--- config.mk ---
export PLATFORM = sky130hd
export DESIGN_NAME = fx_range_scaler
export DESIGN_NICKNAME = d
export VERILOG_FILES = /design/src/rtl/fxs_pkg.sv /design/src/rtl/fx_prescale.sv /design/src/rtl/fx_table_core.sv /design/src/rtl/fx_postscale.sv /design/src/rtl/fx_range_scaler.sv
export SDC_FILE = /design/constraint.sdc
export NUM_CORES = 1
export LEC_CHECK = 0
export ABC_AREA = 1
export BUFFER_PORTS_ARGS = -buffer_cell sky130_fd_sc_hd__buf_4
export CELL_PAD_IN_SITES_DETAIL_PLACEMENT = 1
export CELL_PAD_IN_SITES_GLOBAL_PLACEMENT = 2
export CORE_AREA = 2 2 169 171
export CTS_CLUSTER_SIZE = 30
export DETAILED_ROUTE_END_ITERATION = 8
export DIE_AREA = 0 0 171 173
export GPL_TIMING_DRIVEN = 0
export PLACE_DENSITY = 0.93
export SLEW_MARGIN = 30
export SYNTH_ARGS = -nofsm -noshare
export SYNTH_HDL_FRONTEND = slang
export SYNTH_SLANG_ARGS = --single-unit
--- constraint.sdc ---
create_clock -name clk_i -period 12.4 [get_ports clk_i]
set_input_delay 1.86 -clock clk_i [delete_from_list [all_inputs] [get_ports clk_i]]
set_output_delay 1.86 -clock clk_i [all_outputs]
set_load 0.05 [all_outputs]
--- src/rtl/fxs_pkg.sv ---
package fxs_pkg;
  localparam logic [1:0] FN_RECIP = 2'd0;
  localparam logic [1:0] FN_SQRT  = 2'd1;
  localparam logic [1:0] FN_RSQRT = 2'd2;
  localparam logic [1:0] FN_ALT   = 2'd3;  // decoded as square root

  function automatic logic fn_is_root(logic [1:0] f);
    return f != FN_RECIP;
  endfunction

  function automatic logic fn_is_inv(logic [1:0] f);
    return (f == FN_RECIP) || (f == FN_RSQRT);
  endfunction
endpackage

--- src/rtl/fx_prescale.sv ---
module fx_prescale
  import fxs_pkg::*;
#(
  parameter int IN_W   = 12,
  parameter int IN_F   = 8,
  parameter int MANT_A = 6,
  parameter int EXP_W  = 7
) (
  input  logic                    clk_i,
  input  logic                    rst_ni,
  input  logic                    valid_i,
  input  logic [1:0]              func_i,
  input  logic [IN_W-1:0]         data_i,
  output logic                    valid_o,
  output logic [1:0]              func_o,
  output logic                    neg_o,
  output logic                    zero_o,
  output logic                    odd_o,
  output logic [MANT_A-1:0]       frac_o,
  output logic signed [EXP_W-1:0] exp_o
);
  localparam int LZW = $clog2(IN_W);

  logic                    neg, zero, odd;
  logic [IN_W-1:0]         mag;
  logic [LZW-1:0]          lead, lz;
  logic [MANT_A-1:0]       frac;
  logic signed [EXP_W-1:0] s_raw, s_adj;

  always_comb begin
    neg  = (func_i == FN_RECIP) && data_i[IN_W-1];
    mag  = neg ? (~data_i + 1'b1) : data_i;
    zero = (mag == '0);
    lead = '0;
    for (int i = 0; i < IN_W; i++)
      if (mag[i]) lead = LZW'(i);
    lz    = LZW'(IN_W - 1) - lead;
    // mantissa bits just below the leading one
    frac  = MANT_A'((mag << lz) >> (IN_W - 1 - MANT_A));
    s_raw = EXP_W'(IN_W - 1 - IN_F - int'(lz));
    odd   = fn_is_root(func_i) && s_raw[0];
    s_adj = odd ? (s_raw - EXP_W'(1)) : s_raw;
  end

  always_ff @(posedge clk_i or negedge rst_ni) begin
    if (!rst_ni) begin
      valid_o <= 1'b0;
      func_o  <= FN_RECIP;
      neg_o   <= 1'b0;
      zero_o  <= 1'b0;
      odd_o   <= 1'b0;
      frac_o  <= '0;
      exp_o   <= '0;
    end else begin
      valid_o <= valid_i;
      func_o  <= func_i;
      neg_o   <= neg;
      zero_o  <= zero;
      odd_o   <= odd;
      frac_o  <= frac;
      exp_o   <= s_adj;
    end
  end

  AST_NORM_TOP: assert property (@(posedge clk_i) disable iff (!rst_ni)
    (valid_i && !zero) |-> (((mag << lz) >> (IN_W - 1)) == IN_W'(1)));
  AST_ABS_RECIP_ONLY: assert property (@(posedge clk_i) disable iff (!rst_ni)
    (valid_o && func_o != FN_RECIP) |-> !neg_o);
  AST_EVEN_EXP: assert property (@(posedge clk_i) disable iff (!rst_ni)
    (valid_o && fn_is_root(func_o)) |-> !exp_o[0]);
endmodule

--- src/rtl/fx_table_core.sv ---
module fx_table_core
  import fxs_pkg::*;
#(
  parameter int MANT_A = 6,
  parameter int CORE_F = 10,
  parameter int EXP_W  = 7
) (
  input  logic                    clk_i,
  input  logic                    rst_ni,
  input  logic                    valid_i,
  input  logic [1:0]              func_i,
  input  logic                    neg_i,
  input  logic                    zero_i,
  input  logic                    odd_i,
  input  logic [MANT_A-1:0]       frac_i,
  input  logic signed [EXP_W-1:0] exp_i,
  output logic                    valid_o,
  output logic [1:0]              func_o,
  output logic                    neg_o,
  output logic                    zero_o,
  output logic signed [EXP_W-1:0] exp_o,
  output logic [CORE_F:0]         y_o
);
  localparam int RN = 2 ** MANT_A;
  localparam int RT = 2 * RN;
  localparam logic [CORE_F:0] ONE  = (CORE_F+1)'(1) << CORE_F;
  localparam logic [CORE_F:0] HALF = (CORE_F+1)'(1) << (CORE_F - 1);

  function automatic longint isqrt(longint n);
    longint r = 0;
    for (int b = 30; b >= 0; b--) begin
      longint c = r | (longint'(1) << b);
      if (c * c <= n) r = c;
    end
    return r;
  endfunction

  function automatic longint recip_val(int i);
    longint m = longint'(RN + i);
    return ((longint'(1) << (CORE_F + MANT_A + 1)) / m + 1) / 2;
  endfunction

  function automatic longint sqrt_val(int i);
    longint m = longint'(RN + (i % RN)) << (i / RN);
    return (isqrt((m << (2 * CORE_F - MANT_A)) * 4) + 1) / 2;
  endfunction

  function automatic longint rsqrt_val(int i);
    longint m = longint'(RN + (i % RN)) << (i / RN);
    return (isqrt((longint'(1) << (2 * CORE_F + MANT_A + 2)) / m) + 1) / 2;
  endfunction

  logic [CORE_F:0] recip_tab [RN];
  logic [CORE_F:0] sqrt_tab  [RT];
  logic [CORE_F:0] rsqrt_tab [RT];

  for (genvar g = 0; g < RN; g++) begin : g_recip
    localparam logic [CORE_F:0] V = (CORE_F+1)'(recip_val(g));
    assign recip_tab[g] = V;
  end
  for (genvar g = 0; g < RT; g++) begin : g_root
    localparam logic [CORE_F:0] VS = (CORE_F+1)'(sqrt_val(g));
    localparam logic [CORE_F:0] VR = (CORE_F+1)'(rsqrt_val(g));
    assign sqrt_tab[g]  = VS;
    assign rsqrt_tab[g] = VR;
  end

  logic [MANT_A:0] idx;
  logic [CORE_F:0] y;

  always_comb begin
    idx = {odd_i, frac_i};
    if (!fn_is_root(func_i)) y = recip_tab[frac_i];
    else if (func_i[0])      y = sqrt_tab[idx];
    else                     y = rsqrt_tab[idx];
  end

  always_ff @(posedge clk_i or negedge rst_ni) begin
    if (!rst_ni) begin
      valid_o <= 1'b0;
      func_o  <= FN_RECIP;
      neg_o   <= 1'b0;
      zero_o  <= 1'b0;
      exp_o   <= '0;
      y_o     <= '0;
    end else begin
      valid_o <= valid_i;
      func_o  <= func_i;
      neg_o   <= neg_i;
      zero_o  <= zero_i;
      exp_o   <= exp_i;
      y_o     <= y;
    end
  end

  AST_CORE_INV_RANGE: assert property (@(posedge clk_i) disable iff (!rst_ni)
    (valid_o && !zero_o && fn_is_inv(func_o)) |-> (y_o > HALF && y_o <= ONE));
  AST_CORE_ROOT_RANGE: assert property (@(posedge clk_i) disable iff (!rst_ni)
    (valid_o && !zero_o && !fn_is_inv(func_o)) |-> (y_o >= ONE));
endmodule

--- src/rtl/fx_postscale.sv ---
module fx_postscale
  import fxs_pkg::*;
#(
  parameter int CORE_F = 10,
  parameter int OUT_W  = 12,
  parameter int OUT_F  = 6,
  parameter int EXP_W  = 7
) (
  input  logic                    clk_i,
  input  logic                    rst_ni,
  input  logic                    valid_i,
  input  logic [1:0]              func_i,
  input  logic                    neg_i,
  input  logic                    zero_i,
  input  logic signed [EXP_W-1:0] exp_i,
  input  logic [CORE_F:0]         y_i,
  output logic                    valid_o,
  output logic [OUT_W-1:0]        data_o,
  output logic                    exc_o
);
  localparam int WW = OUT_W + CORE_F + 2;
  localparam logic [OUT_W-1:0] MAX_POS = {1'b0, {(OUT_W-1){1'b1}}};

  logic                    low, sat, exc;
  logic [CORE_F:0]         yn;
  logic signed [EXP_W-1:0] e_fn;
  logic [WW-1:0]           t;
  logic [OUT_W-1:0]        res, data;
  int                      ki, sh;

  always_comb begin
    // align: core value below one gets one extra place
    low = !y_i[CORE_F];
    yn  = low ? {y_i[CORE_F-1:0], 1'b0} : y_i;
    if (!fn_is_root(func_i)) e_fn = -exp_i;
    else if (func_i[0])      e_fn = exp_i >>> 1;
    else                     e_fn = -(exp_i >>> 1);
    ki  = int'(e_fn) - (low ? 1 : 0) + OUT_F - CORE_F;
    sh  = 0;
    sat = 1'b0;
    t   = '0;
    if (ki >= 0) begin
      if (ki > OUT_W) sat = 1'b1;
      else            t = WW'(yn) << ki;
    end else begin
      sh = -ki;
      if (sh <= CORE_F + 1)
        t = (WW'(yn) + (WW'(1) << (sh - 1))) >> sh;
    end
    if (t > WW'(MAX_POS)) sat = 1'b1;
    exc = 1'b0;
    if (zero_i) begin
      exc = fn_is_inv(func_i);
      res = exc ? MAX_POS : '0;
    end else begin
      res = sat ? MAX_POS : OUT_W'(t);
    end
    data = neg_i ? (~res + 1'b1) : res;
  end

  always_ff @(posedge clk_i or negedge rst_ni) begin
    if (!rst_ni) begin
      valid_o <= 1'b0;
      data_o  <= '0;
      exc_o   <= 1'b0;
    end else begin
      valid_o <= valid_i;
      data_o  <= data;
      exc_o   <= exc;
    end
  end

  AST_ALIGNED: assert property (@(posedge clk_i) disable iff (!rst_ni)
    (valid_i && !zero_i) |-> yn[CORE_F]);
  AST_ROOT_NONNEG: assert property (@(posedge clk_i) disable iff (!rst_ni)
    (valid_i && fn_is_root(func_i)) |=> !data_o[OUT_W-1]);
endmodule

--- src/rtl/fx_range_scaler.sv ---
module fx_range_scaler
  import fxs_pkg::*;
#(
  parameter int IN_W    = 12,
  parameter int IN_F    = 8,
  parameter int OUT_W   = 12,
  parameter int OUT_F   = 6,
  parameter int MANT_A  = 6,
  parameter int CORE_F  = 10,
  parameter int LATENCY = 4
) (
  input  logic             clk_i,
  input  logic             rst_ni,
  input  logic             valid_i,
  input  logic [1:0]       func_i,
  input  logic [IN_W-1:0]  data_i,
  output logic             valid_o,
  output logic [OUT_W-1:0] data_o,
  output logic             exc_o
);
  localparam int EXP_W = $clog2(IN_W + OUT_W + CORE_F + 4) + 1;
  localparam int XTRA  = LATENCY - 3;
  localparam logic [OUT_W-1:0] MAX_POS = {1'b0, {(OUT_W-1){1'b1}}};

  logic                    p_valid, p_neg, p_zero, p_odd;
  logic [1:0]              p_func;
  logic [MANT_A-1:0]       p_frac;
  logic signed [EXP_W-1:0] p_exp;
  logic                    c_valid, c_neg, c_zero;
  logic [1:0]              c_func;
  logic signed [EXP_W-1:0] c_exp;
  logic [CORE_F:0]         c_y;
  logic                    s_valid, s_exc;
  logic [OUT_W-1:0]        s_data;

  fx_prescale #(.IN_W(IN_W), .IN_F(IN_F), .MANT_A(MANT_A), .EXP_W(EXP_W)) u_pre (
    .clk_i, .rst_ni, .valid_i, .func_i, .data_i,
    .valid_o(p_valid), .func_o(p_func), .neg_o(p_neg), .zero_o(p_zero),
    .odd_o(p_odd), .frac_o(p_frac), .exp_o(p_exp)
  );

  fx_table_core #(.MANT_A(MANT_A), .CORE_F(CORE_F), .EXP_W(EXP_W)) u_core (
    .clk_i, .rst_ni, .valid_i(p_valid), .func_i(p_func), .neg_i(p_neg),
    .zero_i(p_zero), .odd_i(p_odd), .frac_i(p_frac), .exp_i(p_exp),
    .valid_o(c_valid), .func_o(c_func), .neg_o(c_neg), .zero_o(c_zero),
    .exp_o(c_exp), .y_o(c_y)
  );

  fx_postscale #(.CORE_F(CORE_F), .OUT_W(OUT_W), .OUT_F(OUT_F), .EXP_W(EXP_W)) u_post (
    .clk_i, .rst_ni, .valid_i(c_valid), .func_i(c_func), .neg_i(c_neg),
    .zero_i(c_zero), .exp_i(c_exp), .y_i(c_y),
    .valid_o(s_valid), .data_o(s_data), .exc_o(s_exc)
  );

  if (XTRA > 0) begin : g_dly
    logic             dv [XTRA];
    logic [OUT_W-1:0] dd [XTRA];
    logic             de [XTRA];
    always_ff @(posedge clk_i or negedge rst_ni) begin
      if (!rst_ni) begin
        for (int i = 0; i < XTRA; i++) begin
          dv[i] <= 1'b0;
          dd[i] <= '0;
          de[i] <= 1'b0;
        end
      end else begin
        dv[0] <= s_valid;
        dd[0] <= s_data;
        de[0] <= s_exc;
        for (int i = 1; i < XTRA; i++) begin
          dv[i] <= dv[i-1];
          dd[i] <= dd[i-1];
          de[i] <= de[i-1];
        end
      end
    end
    assign valid_o = dv[XTRA-1];
    assign data_o  = dd[XTRA-1];
    assign exc_o   = de[XTRA-1];
  end else begin : g_nodly
    assign valid_o = s_valid;
    assign data_o  = s_data;
    assign exc_o   = s_exc;
  end

  AST_EXC_SAT: assert property (@(posedge clk_i) disable iff (!rst_ni)
    (valid_o && exc_o) |-> (data_o == MAX_POS));
  AST_EXC_ZERO_IN: assert property (@(posedge clk_i) disable iff (!rst_ni)
    (valid_i && data_i != '0) |=> !p_zero);
endmodule

---- Word level (Yosys, flattened, before mapping) ----
Memories as Yosys holds them, arrays and structs flattened.
Index checks and enable logic that the tools add are counted.
operators by class
  eq/ne operators ......................... 1
  add/subtract/negate cells ............... 13
  magnitude comparators ................... 6
  reduce and logical (&&, ||, !) cells .... 9
  shift operators ......................... 4
  bitwise gates (word level) .............. 4
  muxes and demuxes ....................... 36
operator list
  operator                 count
  $mux W11                 10
  $mux W24                 3
  $mux W12                 4
  $mux W4                  10
  $add A32 B4 Y32 const B  1
  $ge A32 B1 Y1 const B    1
  $gt A32 B5 Y1 const B    1
  $le A32 B5 Y1 const B    1
  $neg A32 Y32             1
  $shl A1 B32 Y24 const A  1
  $shl A11 B32 Y24         1
  $shr A24 B32 Y24         1
  $sub A32 B2 Y32 const B  1
  $sub A32 B5 Y32 const B  1
  $add A11 B24 Y24         1
  $add A12 B1 Y12 const B  2
  $gt A24 B11 Y1 const B   1
  $not A12 Y12             2
  $mux W7                  3
  $logic_not A12 Y1        1
  $shl A12 B4 Y11          1
  $ge A8 B8 Y1 const B     1
  $not A7 Y8               1
  $sub A7 B2 Y8            1
  other kinds (13)         22
word-level totals
  word-level logic and storage cells ...... 95
  register bits after elaboration ......... 70
  ROM bits ................................ 3520
  output and inout port bits .............. 14
  memories kept ........................... 3
  input bits .............................. 17
memory list
  name             words  bits a word  read ports  clocked after Yosys merged registers in  write ports  line                 RTL
  (no name shown)  128    11           1           0                                        0            fx_table_core.sv:74  else if (func_i[0]) y = sqrt_tab[idx];
  (no name shown)  128    11           1           0                                        0            fx_table_core.sv:75  else y = rsqrt_tab[idx];
  (no name shown)  64     11           1           0                                        0            fx_table_core.sv:73  if (!fn_is_root(func_i)) y = recip_tab[frac_i];

---- Longest topological paths before layout ----
Gate-level depths: netlist of the first run.
  word-level depth ........................ 20
  mapped depth ............................ 79
  gate-level depth less buffers ........... 79

---- Modules after synthesis ----
Synthesis of the first run repeated with hierarchy kept, for this count alone.
unflattened totals
  cell total of the unflattened synthesis .. 1781
  area total of the unflattened synthesis .. 10208.5 um^2
by module, submodules not included
  module           cells each  area an instance (um^2)  times used
  fx_postscale     900         4895.9                   1
  fx_table_core    655         3489.6                   1
  fx_prescale      212         1472.7                   1
  fx_range_scaler  14          350.3                    1

---- Worst setup path after synthesis of the first run ----
Ideal clock, no wire load.
  path kind ............................... register to register
  start point ............................. register u_core.func_o[0]
  end point ............................... register u_post.data_o[8]
  cell stages (with the launch flop) ...... 69
  arrival ................................. 8220 ps
  path slack .............................. 4067 ps
  cells stage by stage .................... dfrtp_1 -> buf_6 -> nor2_8 -> o21ai_0 -> ha_1 -> ha_1 -> inv_1 -> xor2_4 -> clkbuf_1 -> ha_1 -> nand3_2 -> nor2_2 -> nand2_2 -> ha_1 -> inv_1 -> nand2_1 -> nor3_1 -> nand2_1 -> [... 33 more ...] -> nand2_2 -> nand2_1 -> nand2_2 -> nand2_2 -> nand4_2 -> nand2_2 -> inv_2 -> nand3_2 -> nand2_2 -> ha_1 -> inv_1 -> nor2_2 -> inv_1 -> nor2_2 -> nand2_1 -> nand3b_1 -> nand2_1 -> inv_1
on the way
  word-level cells in the longest chain between the ends .. 19
  elaborated cells on any way between the ends .. 31
  classes of those cells .................. add/sub: 7; order compare: 4; eq/ne: 1; shift: 3; mux: 12; bitwise: 1; reduce/logical: 3
ends and longest elaborated chain
  item                                                  line                              RTL
  from (decl)                                           fx_table_core.sv:18               output logic [1:0] func_o,
  from (signal assigned)                                fx_table_core.sv:88               func_o <= func_i;
  $mux W7 / $reduce_bool A2 Y1 (equally long branches)  fx_postscale.sv:36, fxs_pkg.sv:8
  $mux W7                                               fx_postscale.sv:35                if (!fn_is_root(func_i)) e_fn = -exp_i;
  $sub A7 B2 Y8                                         fx_postscale.sv:38                ki = int'(e_fn) - (low ? 1 : 0) + OUT_F - CORE_F;
  $add A32 B4 Y32                                       fx_postscale.sv:38
  $sub A32 B5 Y32                                       fx_postscale.sv:38
  $neg A32 Y32                                          fx_postscale.sv:46                sh = -ki;
  $sub A32 B2 Y32                                       fx_postscale.sv:48                t = (WW'(yn) + (WW'(1) << (sh - 1))) >> sh;
  $shl A1 B32 Y24                                       fx_postscale.sv:48
  [... 4 more ...]                                      -
  $gt A24 B11 Y1                                        fx_postscale.sv:50                if (t > WW'(MAX_POS)) sat = 1'b1;
  $mux W1                                               fx_postscale.sv:50
  $mux W12                                              fx_postscale.sv:56                res = sat ? MAX_POS : OUT_W'(t);
  $mux W12 *                                            fx_postscale.sv:52                if (zero_i) begin
  $not A12 Y12                                          fx_postscale.sv:58                data = neg_i ? (~res + 1'b1) : res;
  $add A12 B1 Y12                                       fx_postscale.sv:58
  $mux W12 *                                            fx_postscale.sv:58
  named net u_post.data[8]                              fx_postscale.sv:28                logic [OUT_W-1:0] res, data;
  to (signal assigned)                                  fx_postscale.sv:68                data_o <= data;
  to (decl)                                             fx_postscale.sv:18                output logic [OUT_W-1:0] data_o,
Mark *: on every way through the listed nets, which the timed path passes. The rest lies on a longest branch.

---- Worst setup path in the final report of the first run ----
  start point ............................. register u_core.exp_o[2]
  end point ............................... register u_post.data_o[8]
on the way
  word-level cells in the longest chain between the ends .. 20
  elaborated cells on any way between the ends .. 28
  classes of those cells .................. add/sub: 9; order compare: 4; shift: 3; mux: 11; bitwise: 1
ends and longest elaborated chain
  item                      line                 RTL
  from (decl)               fx_table_core.sv:21  output logic signed [EXP_W-1:0] exp_o,
  from (signal assigned)    fx_table_core.sv:91  exp_o <= exp_i;
  $neg A6 Y7                fx_postscale.sv:37   else e_fn = -(exp_i >>> 1);
  $mux W7                   fx_postscale.sv:36   else if (func_i[0]) e_fn = exp_i >>> 1;
  $mux W7 *                 fx_postscale.sv:35
  $sub A7 B2 Y8 *           fx_postscale.sv:38
  $add A32 B4 Y32 *         fx_postscale.sv:38
  $sub A32 B5 Y32 *         fx_postscale.sv:38
  $neg A32 Y32              fx_postscale.sv:46
  $sub A32 B2 Y32           fx_postscale.sv:48
  [... 5 more ...]          -
  $gt A24 B11 Y1            fx_postscale.sv:50
  $mux W1                   fx_postscale.sv:50
  $mux W12 *                fx_postscale.sv:56
  $mux W12 *                fx_postscale.sv:52
  $not A12 Y12              fx_postscale.sv:58
  $add A12 B1 Y12           fx_postscale.sv:58
  $mux W12 *                fx_postscale.sv:58
  named net u_post.data[8]  fx_postscale.sv:28
Marked as above.

==> results of run 1 <==
==> cell families after synthesis <==
logic type	after synthesis	synth area share, %
buffers and inverters	308	11.58
AND/OR/NAND/NOR	974	43.18
flip-flops	70	17.26
adder cells (fa/ha/maj)	45	5.622
AO/OA/AOI/OAI	335	20.16
multiplexers	3	0.2959
XOR/XNOR	20	1.911
==> through the flow <==
step | total power [mW] | utilization, % | hold WS (ns) | worst slack (ns) | instances
floorplan | 1.344 | - | 0.3312 | 4.067 | 1755
global placement | 1.849 | 39.26 | 0.3319 | 2.074 | 2163
detailed placement | 1.852 | 39.29 | 0.3365 | 1.823 | 2163
CTS | 2.127 | 40.36 | 0.3468 | 1.807 | 2179
global route | 2.318 | 40.38 | 0.3535 | 0.6665 | 2179
finish | 2.162 | 40.38 | 0.3466 | 1.745 | 2179
==> critical path: cells and delay by family (launching register included) <==
kind / cells / cell delay, ns
AOI/OAI and AO/OA: 5 / 0.71
xor gates and xnor gates: 1 / 0.30
adders and majority gates: 7 / 2.06
buffers and inverters: 13 / 1.47
DFF: 1 / 0.44
and+or+nand+nor: 43 / 5.54
==> synthesized netlist by cell type, drive strengths merged (4+ instances only) <==
cell type | instances | area share, %
o211ai | 20 | 1.5
a221oi | 6 | 0.52
xor2 | 18 | 1.7
o22ai | 7 | 0.43
dfrtp | 70 | 17
nor3 | 46 | 2.4
nand2 | 502 | 19
a32o | 5 | 0.49
a211oi | 6 | 0.44
o41ai | 4 | 0.35
o311ai | 11 | 0.95
o31ai | 5 | 0.37
a21oi | 64 | 3.2
or2 | 7 | 0.43
nand3 | 151 | 8.4
buf | 11 | 0.57
nor4 | 10 | 0.62
a31oi | 10 | 0.62
clkbuf | 48 | 1.8
nor2 | 219 | 9.4
o2111ai | 7 | 0.60
ha | 44 | 5.4
clkinv | 7 | 0.26
o21ai | 159 | 8.1
nand3b | 4 | 0.30
inv | 242 | 9.0
nand4 | 34 | 2.3
o221ai | 10 | 0.86
==> path summary, 6_finish.rpt <==
kind	from	to	slack [ns]	cells past startpoint
min	u_post.data_o[4]	data_o[4]	0.35	0
max reg2reg	u_core.exp_o[2]	u_post.data_o[8]	1.75	69
max in group asynchronous	rst_ni	u_pre.frac_o[1]	10.44	1
min reg2reg	u_post.data_o[4]	data_o[4]	0.35	0
min in group asynchronous	rst_ni	data_o[5]	1.51	1
max	u_core.exp_o[2]	u_post.data_o[8]	1.75	69
==> layout make-up <==
| type | instances | area [um^2] |
|---|---|---|
| fillers | 3839 | 16470 |
| multi-input cells | 1377 | 7229 |
| flip-flops and latches | 70 | 1752 |
| inverters | 249 | 937.1 |
| well taps | 378 | 473.0 |
| plain buffers | 59 | 237.7 |
| repair buffers | 30 | 229.0 |
| clock buffers | 9 | 225.2 |
| clock inverters | 7 | 72.57 |
==> flip-flops by register name, summed over array words and instances, names as in the netlist <==
| register | count |
|---|---|
| u_pre.frac_o | 6 |
| u_pre.func_o | 2 |
| data_o | 12 |
| u_core.zero_o | 1 |
| u_pre.zero_o | 1 |
| u_core.y_o | 11 |
| u_post.exc_o | 1 |
| exc_o | 1 |
| u_post.data_o | 12 |
| u_pre.odd_o | 1 |
| u_core.valid_o | 1 |
| u_post.valid_o | 1 |
| u_core.exp_o | 7 |
| u_core.neg_o | 1 |
| valid_o | 1 |
| u_core.func_o | 2 |
| u_pre.neg_o | 1 |
| u_pre.exp_o | 7 |
| u_pre.valid_o | 1 |
==> report_power, final <==
part	internal, mW	switching (mW)
clock	0.156	0.106
combinational	0.408	1.17
sequential	0.287	0.0342
total	0.852	1.31
==> per-layer routing <==
layer | vias to the layer above | part of all wire (%)
met5 | - | 0
met3 | 162 | 6.2
met2 | 442 | 47
met4 | 0 | 5.4
li1 | 5911 | -
met1 | 6002 | 41
==> load_flow_metrics.sql, run 1 <==
INSERT INTO impl_metrics (metric_group, metric, value, unit) VALUES
('yosys', 'ys_async_sr_fraction', '100.0', '%'),
('floorplan', 'floorplan.rows', '61', ''),
('sta', 'worstMarginPinSlew', '1.034', 'ns'),
('global_route', 'antenna_found_initial', '0', ''),
('job', 'count_of_maximum_capacitance_violations', '0', ''),
('worst_hold_path', 'min_path_type', 'reg -> reg', ''),
('clock_network', 'ctsRootBufferMaster', 'clkbuf_16', ''),
('global_route', 'gr-max-usage-layer', 'met2', ''),
('floorplan', 'start_util', '36.73', '%'),
('worst_setup_path', 'cp_slowest_stage_delay', '0.59', 'ns'),
('yosys', 'mappedNetlistNets', '1817', ''),
('global_route', 'met1_global_route_usage', '36.75', '%'),
('floorplan', 'num_io_pins', '31', ''),
('global_route', 'grt.total_usage', '30.69', '%'),
('global_route', 'globalRoute.totalOverflow', '0', ''),
('global_route', 'grt_util_met3', '5.470', '%'),
('clock_network', 'clock_tree.htree_level_count', '3', ''),
('floorplan', 'chipWidth', '171', 'um'),
('clock_network', 'cts_resized', '0', ''),
('sta', 'finalMaxSlewViolations', '0', ''),
('power_and_ir_drop', 'power_density', '193.8', 'nW/um^2'),
('global_route', 'grt_start_max_net_pins', '71', ''),
('yosys', 'seq_area_frac_synth', '17.26', '%'),
('cells_and_area', 'area.growth.synth_to_final', '9.925', '%'),
('sta', 'finClkSkew', '0.004968', 'ns'),
('placed_design', 'detailedPlacementHpwl', '36.75', 'mm'),
('floorplan', 'design.core.area', '27630', 'um^2'),
('cells_and_area', 'finish.instance_area', '11160', 'um^2'),
('worst_setup_path', 'cp_data_arrival_time', '10.89', 'ns'),
('cells_and_area', 'final_common_cell', 'nand2_1', ''),
('global_route', 'groute.layer.met2.usage', '52.81', '%'),
('drt', 'first_pass_iteration_count_of_the_detailed_router', '5', ''),
('worst_setup_path', 'worst_path_most_repeated_cell', 'nand2_1', ''),
('clock_network', 'worstSkewPairLatency', '0.34', 'ns'),
('cells_and_area', 'nNetsFinal', '1858', ''),
('placed_design', 'placement.cell_area', '10850', 'um^2'),
('clock_network', 'cts_clock_pin_slew_for_the_worst_setup_and_hold_paths', '0.06', 'ns'),
('sta', 'setup_tns', '0', 'ns'),
('sta', 'layout_min_cycle_time', '10.65', 'ns'),
('worst_setup_path', 'cp_data_required_time', '12.63', 'ns'),
('floorplan', 'die_area', '29580', 'um^2'),
('yosys', 'synth_edf_count', '0', ''),
('status', 'status', 'finished clean', ''),
('worst_setup_path', 'critical_path_class', 'reg -> reg', ''),
('cells_and_area', 'post_route_cells_drive_above_1_share', '8.884', '%'),
('clock_network', 'max-clock-path-buffers', '2', ''),
('worst_setup_path', 'critical_path.slowest_cell', 'nor3_1', ''),
('cells_and_area', 'n_antenna_cell', '0', ''),
('worst_setup_path', 'critical_path.max_fanout', '10', ''),
('sta', 'timing.slew.headroom', '30.81', '%'),
('yosys', 'synth-warning-count', '0', ''),
('clock_network', 'cts_setup_buffers', '0', ''),
('clock_network', 'cts_made_buffers', '9', ''),
('cells_and_area', 'most-common-layout-cells', '474 x nand2_1, 228 x inv_1, 185 x nor2_1', ''),
('power_and_ir_drop', 'leakage', '5.302', 'nW'),
('worst_setup_path', 'crit_path_end_kind', 'flop', ''),
('drt', 'vias_per_cell', '5.744', ''),
('sta', 'number_of_setup_violations_in_the_final_report', '0', ''),
('clock_network', 'post_cts_hold_buffer_count', '0', ''),
('yosys', 'synth_seq_cells', '70', ''),
('sta', 'min_period_over_period', '85.93', '%'),
('global_route', 'first_global_vias', '12763', ''),
('sta', 'timing.fmax', '93.85', 'MHz'),
('drt', 'vias', '12517', ''),
('drt', 'routed_wl', '45.46', 'mm'),
('power_and_ir_drop', 'max-vdd-ir-drop', '77.96', 'uV'),
('drt', 'drt-wirelength-per-cell', '20.86', 'um'),
('clock_network', 'cts.sinks', '70', ''),
('global_route', 'grt_pass1_wl', '70.94', 'mm'),
('sta', 'grt_setup_unrepaired', 'no', ''),
('placed_design', 'portBuffers', '30', ''),
('drt', 'initialDrtViolationCount', '870', ''),
('drt', 'detail_route.drc_violations', '0', ''),
('worst_setup_path', 'startpoint_type', 'flop', ''),
('yosys', 'syn_inst', '1755', ''),
('placed_design', 'globalplace.congestion', '1.008', ''),
('yosys', 'yosysUniqueCellTypes', '64', ''),
('sta', 'finalHoldViolations', '0', ''),
('clock_network', 'clock_tree_from_tritoncts', 'done', ''),
('yosys', 'synth.avg_cell_area', '5.783', 'um^2'),
('floorplan', 'die_extent_in_y', '173', 'um'),
('yosys', 'post_synthesis_cell_area', '10150', 'um^2'),
('yosys', 'synth_top_flop_cell', 'dfrtp_1', ''),
('drt', 'antenna_violating_nets_post_route', '0', '');
No activity file was read; power rests on OpenSTA's default activity.
==> run 2: changes to the inputs <==
--- a/config.mk
+++ b/config.mk
@@ -9,13 +9,15 @@
 export BUFFER_PORTS_ARGS = -buffer_cell sky130_fd_sc_hd__buf_4
 export CELL_PAD_IN_SITES_DETAIL_PLACEMENT = 1
 export CELL_PAD_IN_SITES_GLOBAL_PLACEMENT = 2
-export CORE_AREA = 2 2 169 171
+export CORE_AREA = 2 2 170 172
 export CTS_CLUSTER_SIZE = 30
 export DETAILED_ROUTE_END_ITERATION = 8
-export DIE_AREA = 0 0 171 173
+export DIE_AREA = 0 0 172 174
 export GPL_TIMING_DRIVEN = 0
 export PLACE_DENSITY = 0.93
 export SLEW_MARGIN = 30
 export SYNTH_ARGS = -nofsm -noshare
 export SYNTH_HDL_FRONTEND = slang
+export SYNTH_HIERARCHICAL = 1
 export SYNTH_SLANG_ARGS = --single-unit
+export TNS_END_PERCENT = 100
==> run 2 against run 1 <==
Die area up 1.2%; largest power group unchanged; final area is 0.52% higher; critical path type unchanged; critical endpoint is now u_post/data_o[8]; first-iteration DRC count is 26% lower; area after synthesis increased by 0.59%; largest cell class unchanged.
==> load_flow_metrics.sql, run 2 <==
INSERT INTO impl_metrics (metric_group, metric, value, unit) VALUES
('status', 'status', 'finished clean', ''),
('drt', 'drt-wirelength-per-cell', '20.79', 'um'),
('yosys', 'synth_edf_count', '0', ''),
('yosys', 'synth.avg_cell_area', '5.732', 'um^2'),
('worst_setup_path', 'worst_path_most_repeated_cell', 'nand2_1', ''),
('clock_network', 'cts_setup_buffers', '0', ''),
('drt', 'initialDrtViolationCount', '646', ''),
('worst_setup_path', 'critical_path_class', 'reg -> reg', ''),
('cells_and_area', 'nNetsFinal', '1885', ''),
('placed_design', 'detailedPlacementHpwl', '36.42', 'mm'),
('clock_network', 'max-clock-path-buffers', '2', ''),
('clock_network', 'cts_resized', '0', ''),
('drt', 'first_pass_iteration_count_of_the_detailed_router', '7', ''),
('cells_and_area', 'finish.cell_count_without_fillers', '2211', ''),
('worst_hold_path', 'hold-path-cell-count', '0', ''),
('worst_setup_path', 'r2r_slack', '2.32', 'ns'),
('sta', 'number_of_setup_violations_in_the_final_report', '0', ''),
('worst_setup_path', 'startpoint_type', 'flop', ''),
('power_and_ir_drop', 'max-vdd-ir-drop', '98.20', 'uV'),
('sta', 'post-route-worst-setup-slack', '2.320', 'ns'),
('placed_design', 'dp_slack', '2.368', 'ns'),
('drt', 'routed_wl', '45.98', 'mm'),
('clock_network', 'clock_tree_from_tritoncts', 'done', ''),
('cells_and_area', 'multiInputGateArea', '7385', 'um^2'),
('sta', 'grt_setup_unrepaired', 'no', ''),
('clock_network', 'ctsRootBufferMaster', 'clkbuf_16', ''),
('yosys', 'synth_area_leaders', 'nand2_1 22%, dfrtp_1 17%, nand3_1 9.6%', ''),
('worst_setup_path', 'r2r-start', 'u_core/func_o[0]', ''),
('yosys', 'yosys.cell_count.top_type', 'nand2_1', ''),
('yosys', 'synth_top_flop_cell', 'dfrtp_1', ''),
('placed_design', 'globalplace.congestion', '1.005', ''),
('worst_setup_path', 'reg2reg_to', 'u_post/data_o[8]', ''),
('floorplan', 'design.core.area', '28240', 'um^2'),
('clock_network', 'cts.sinks', '69', ''),
('sta', 'finalHoldViolations', '0', ''),
('floorplan', 'start_util', '36.15', '%'),
('yosys', 'mappedNetlistNets', '1844', ''),
('clock_network', 'cts_clock_pin_slew_for_the_worst_setup_and_hold_paths', '0.06', 'ns'),
('worst_hold_path', 'worst_hold_startpoint', 'u_post/exc_o', ''),
('worst_setup_path', 'critical_path.max_fanout', '11', ''),
('cells_and_area', 'reg.largest.list', 'data_o: 12 flops, u_post/data_o: 12 flops, u_core/y_o: 11 flops', ''),
('sta', 'timing.slew.headroom', '37.91', '%'),
('clock_network', 'cts_made_buffers', '9', ''),
('floorplan', 'die_area', '29930', 'um^2'),
('worst_setup_path', 'reg2reg_depth', '63', ''),
('sta', 'worstMarginPinSlew', '0.9313', 'ns'),
('yosys', 'syn_inst', '1781', ''),
('sta', 'finClkSkew', '0.008137', 'ns'),
('worst_hold_path', 'hold_path_end', 'exc_o', ''),
('floorplan', 'chipWidth', '172', 'um'),
('sta', 'finalMaxSlewViolations', '0', ''),
('sta', 'whs', '0.3474', 'ns'),
('global_route', 'groute.layer.met2.usage', '52.23', '%'),
('yosys', 'seq_area_frac_synth', '16.91', '%'),
('sta', 'layout_min_cycle_time', '10.08', 'ns'),
('global_route', 'globalRoute.totalOverflow', '0', ''),
('power_and_ir_drop', 'leakage', '5.642', 'nW'),
('cells_and_area', 'n_antenna_cell', '0', ''),
('yosys', 'ys_async_sr_fraction', '100.0', '%'),
('clock_network', 'clock_tree.htree_level_count', '3', ''),
('drt', 'vias_per_cell', '5.518', ''),
('cells_and_area', 'final_common_cell', 'nand2_1', ''),
('job', 'count_of_maximum_capacitance_violations', '0', ''),
('yosys', 'yosys.area.top_type', 'nand2_1', ''),
('drt', 'antenna_violating_nets_post_route', '0', ''),
('worst_hold_path', 'min_path_type', 'reg -> reg', ''),
('cells_and_area', 'post_route_cells_drive_above_1_share', '11.82', '%'),
('global_route', 'grt_pass1_wl', '70.48', 'mm'),
('global_route', 'grt.total_usage', '30.85', '%'),
('placed_design', 'placed_cells', '2195', ''),
('worst_setup_path', 'critical_path.slowest_cell', 'dfrtp_1', ''),
('yosys', 'post_synthesis_cell_area', '10210', 'um^2'),
('drt', 'detail_route.drc_violations', '0', ''),
('placed_design', 'portBuffers', '30', ''),
('global_route', 'first_global_vias', '12491', ''),
('global_route', 'grt_start_max_net_pins', '70', ''),
('drt', 'vias', '12201', ''),
('placed_design', 'placement.cell_area', '10910', 'um^2'),
('global_route', 'antenna_found_initial', '0', ''),
('sta', 'setup_tns', '0', 'ns'),
('floorplan', 'die_extent_in_y', '174', 'um'),
('cells_and_area', 'most-common-layout-cells', '591 x nand2_1, 195 x nand3_1, 184 x nor2_1', ''),
('cells_and_area', 'area.growth.synth_to_final', '9.842', '%'),
('worst_setup_path', 'crit_path_end_kind', 'flop', ''),
('floorplan', 'num_io_pins', '31', ''),
('yosys', 'synth-warning-count', '6', ''),
('yosys', 'synth_top_area_share', '21.73', '%'),
('yosys', 'yosysUniqueCellTypes', '56', ''),
('power_and_ir_drop', 'post-layout-total-power', '2.427', 'mW'),
('yosys', 'synthTopCellsByCount', '591 x nand2_1, 195 x nand3_1, 184 x nor2_1', ''),
('cells_and_area', 'final.fill_count', '3988', ''),
('yosys', 'synth_seq_cells', '69', ''),
('cells_and_area', 'finish.utilization', '39.71', '%'),
('global_route', 'met1_global_route_usage', '38.60', '%'),
('sta', 'min_period_over_period', '81.29', '%'),
('global_route', 'gr-max-usage-layer', 'met2', ''),
('clock_network', 'worstSkewPairLatency', '0.34', 'ns'),
('cells_and_area', 'seq_area', '1727', 'um^2'),
('worst_setup_path', 'cp_data_arrival_time', '10.30', 'ns'),
('clock_network', 'post_cts_hold_buffer_count', '0', ''),
('cells_and_area', 'finish.instance_area', '11210', 'um^2'),
('global_route', 'grt_util_met3', '4.326', '%'),
('floorplan', 'floorplan.rows', '62', ''),
('power_and_ir_drop', 'power_density', '216.4', 'nW/um^2'),
('worst_setup_path', 'cp_data_required_time', '12.63', 'ns'),
('worst_setup_path', 'cp_slowest_stage_delay', '0.51', 'ns'),
('sta', 'timing.fmax', '99.21', 'MHz');
## run 2: worst max-delay path: cells and delay by family, from the launching register on
kind,cells,cell delay (ns)
xor gates and xnor gates,1,0.17
and+or+nand+nor,45,5.73
DFF,1,0.51
buffers and inverters,9,1.34
AOI/OAI and AO/OA,2,0.17
adders and majority gates,6,2.00
## run 2: power by group
group	switching (mW)	internal (mW)
Sequential	0.0409	0.289
Clock	0.108	0.156
Combinational	1.33	0.499
## run 2: cell type report
type                    instances  area share (%)
well taps                     384           4.285
multi-input cells            1450           65.86
clock buffers                   9           2.008
flip-flops and latches         69           15.40
plain buffers                  62           2.923
inverters                     200           6.862
repair buffers                 30           2.008
clock inverters                 7          0.6583
## run 2: metal layers
layer,vias to the layer above,wire [um]
met3,131,2612
li1,5863,-
met5,-,0
met4,0,2297
met2,402,21650
met1,5805,19420
## run 2: worst max-delay path by stage
stage | start | to | slack, ns | cells after the start
6_report | u_core/func_o[0] | u_post/data_o[8] | 2.32 | 63
5_1_grt | u_core/func_o[0] | u_post/data_o[8] | 1.27 | 63
4_1_cts | u_core/func_o[0] | u_post/data_o[8] | 2.31 | 63
3_5_place_dp | u_core/func_o[0] | u_post/data_o[8] | 2.37 | 63
3_3_place_gp | u_core/func_o[0] | u_post/data_o[10] | 2.62 | 63
2_1_floorplan | u_core/exp_o[2] | u_post/data_o[8] | 4.41 | 62
## run 2: cell families after synthesis
logic type / synth area share (%)
mux: 0.09806
buf+inv: 10.75
compound gates: 13.16
fa+ha+maj: 5.785
flops: 16.91
xor+xnor: 1.777
simple gates: 51.51
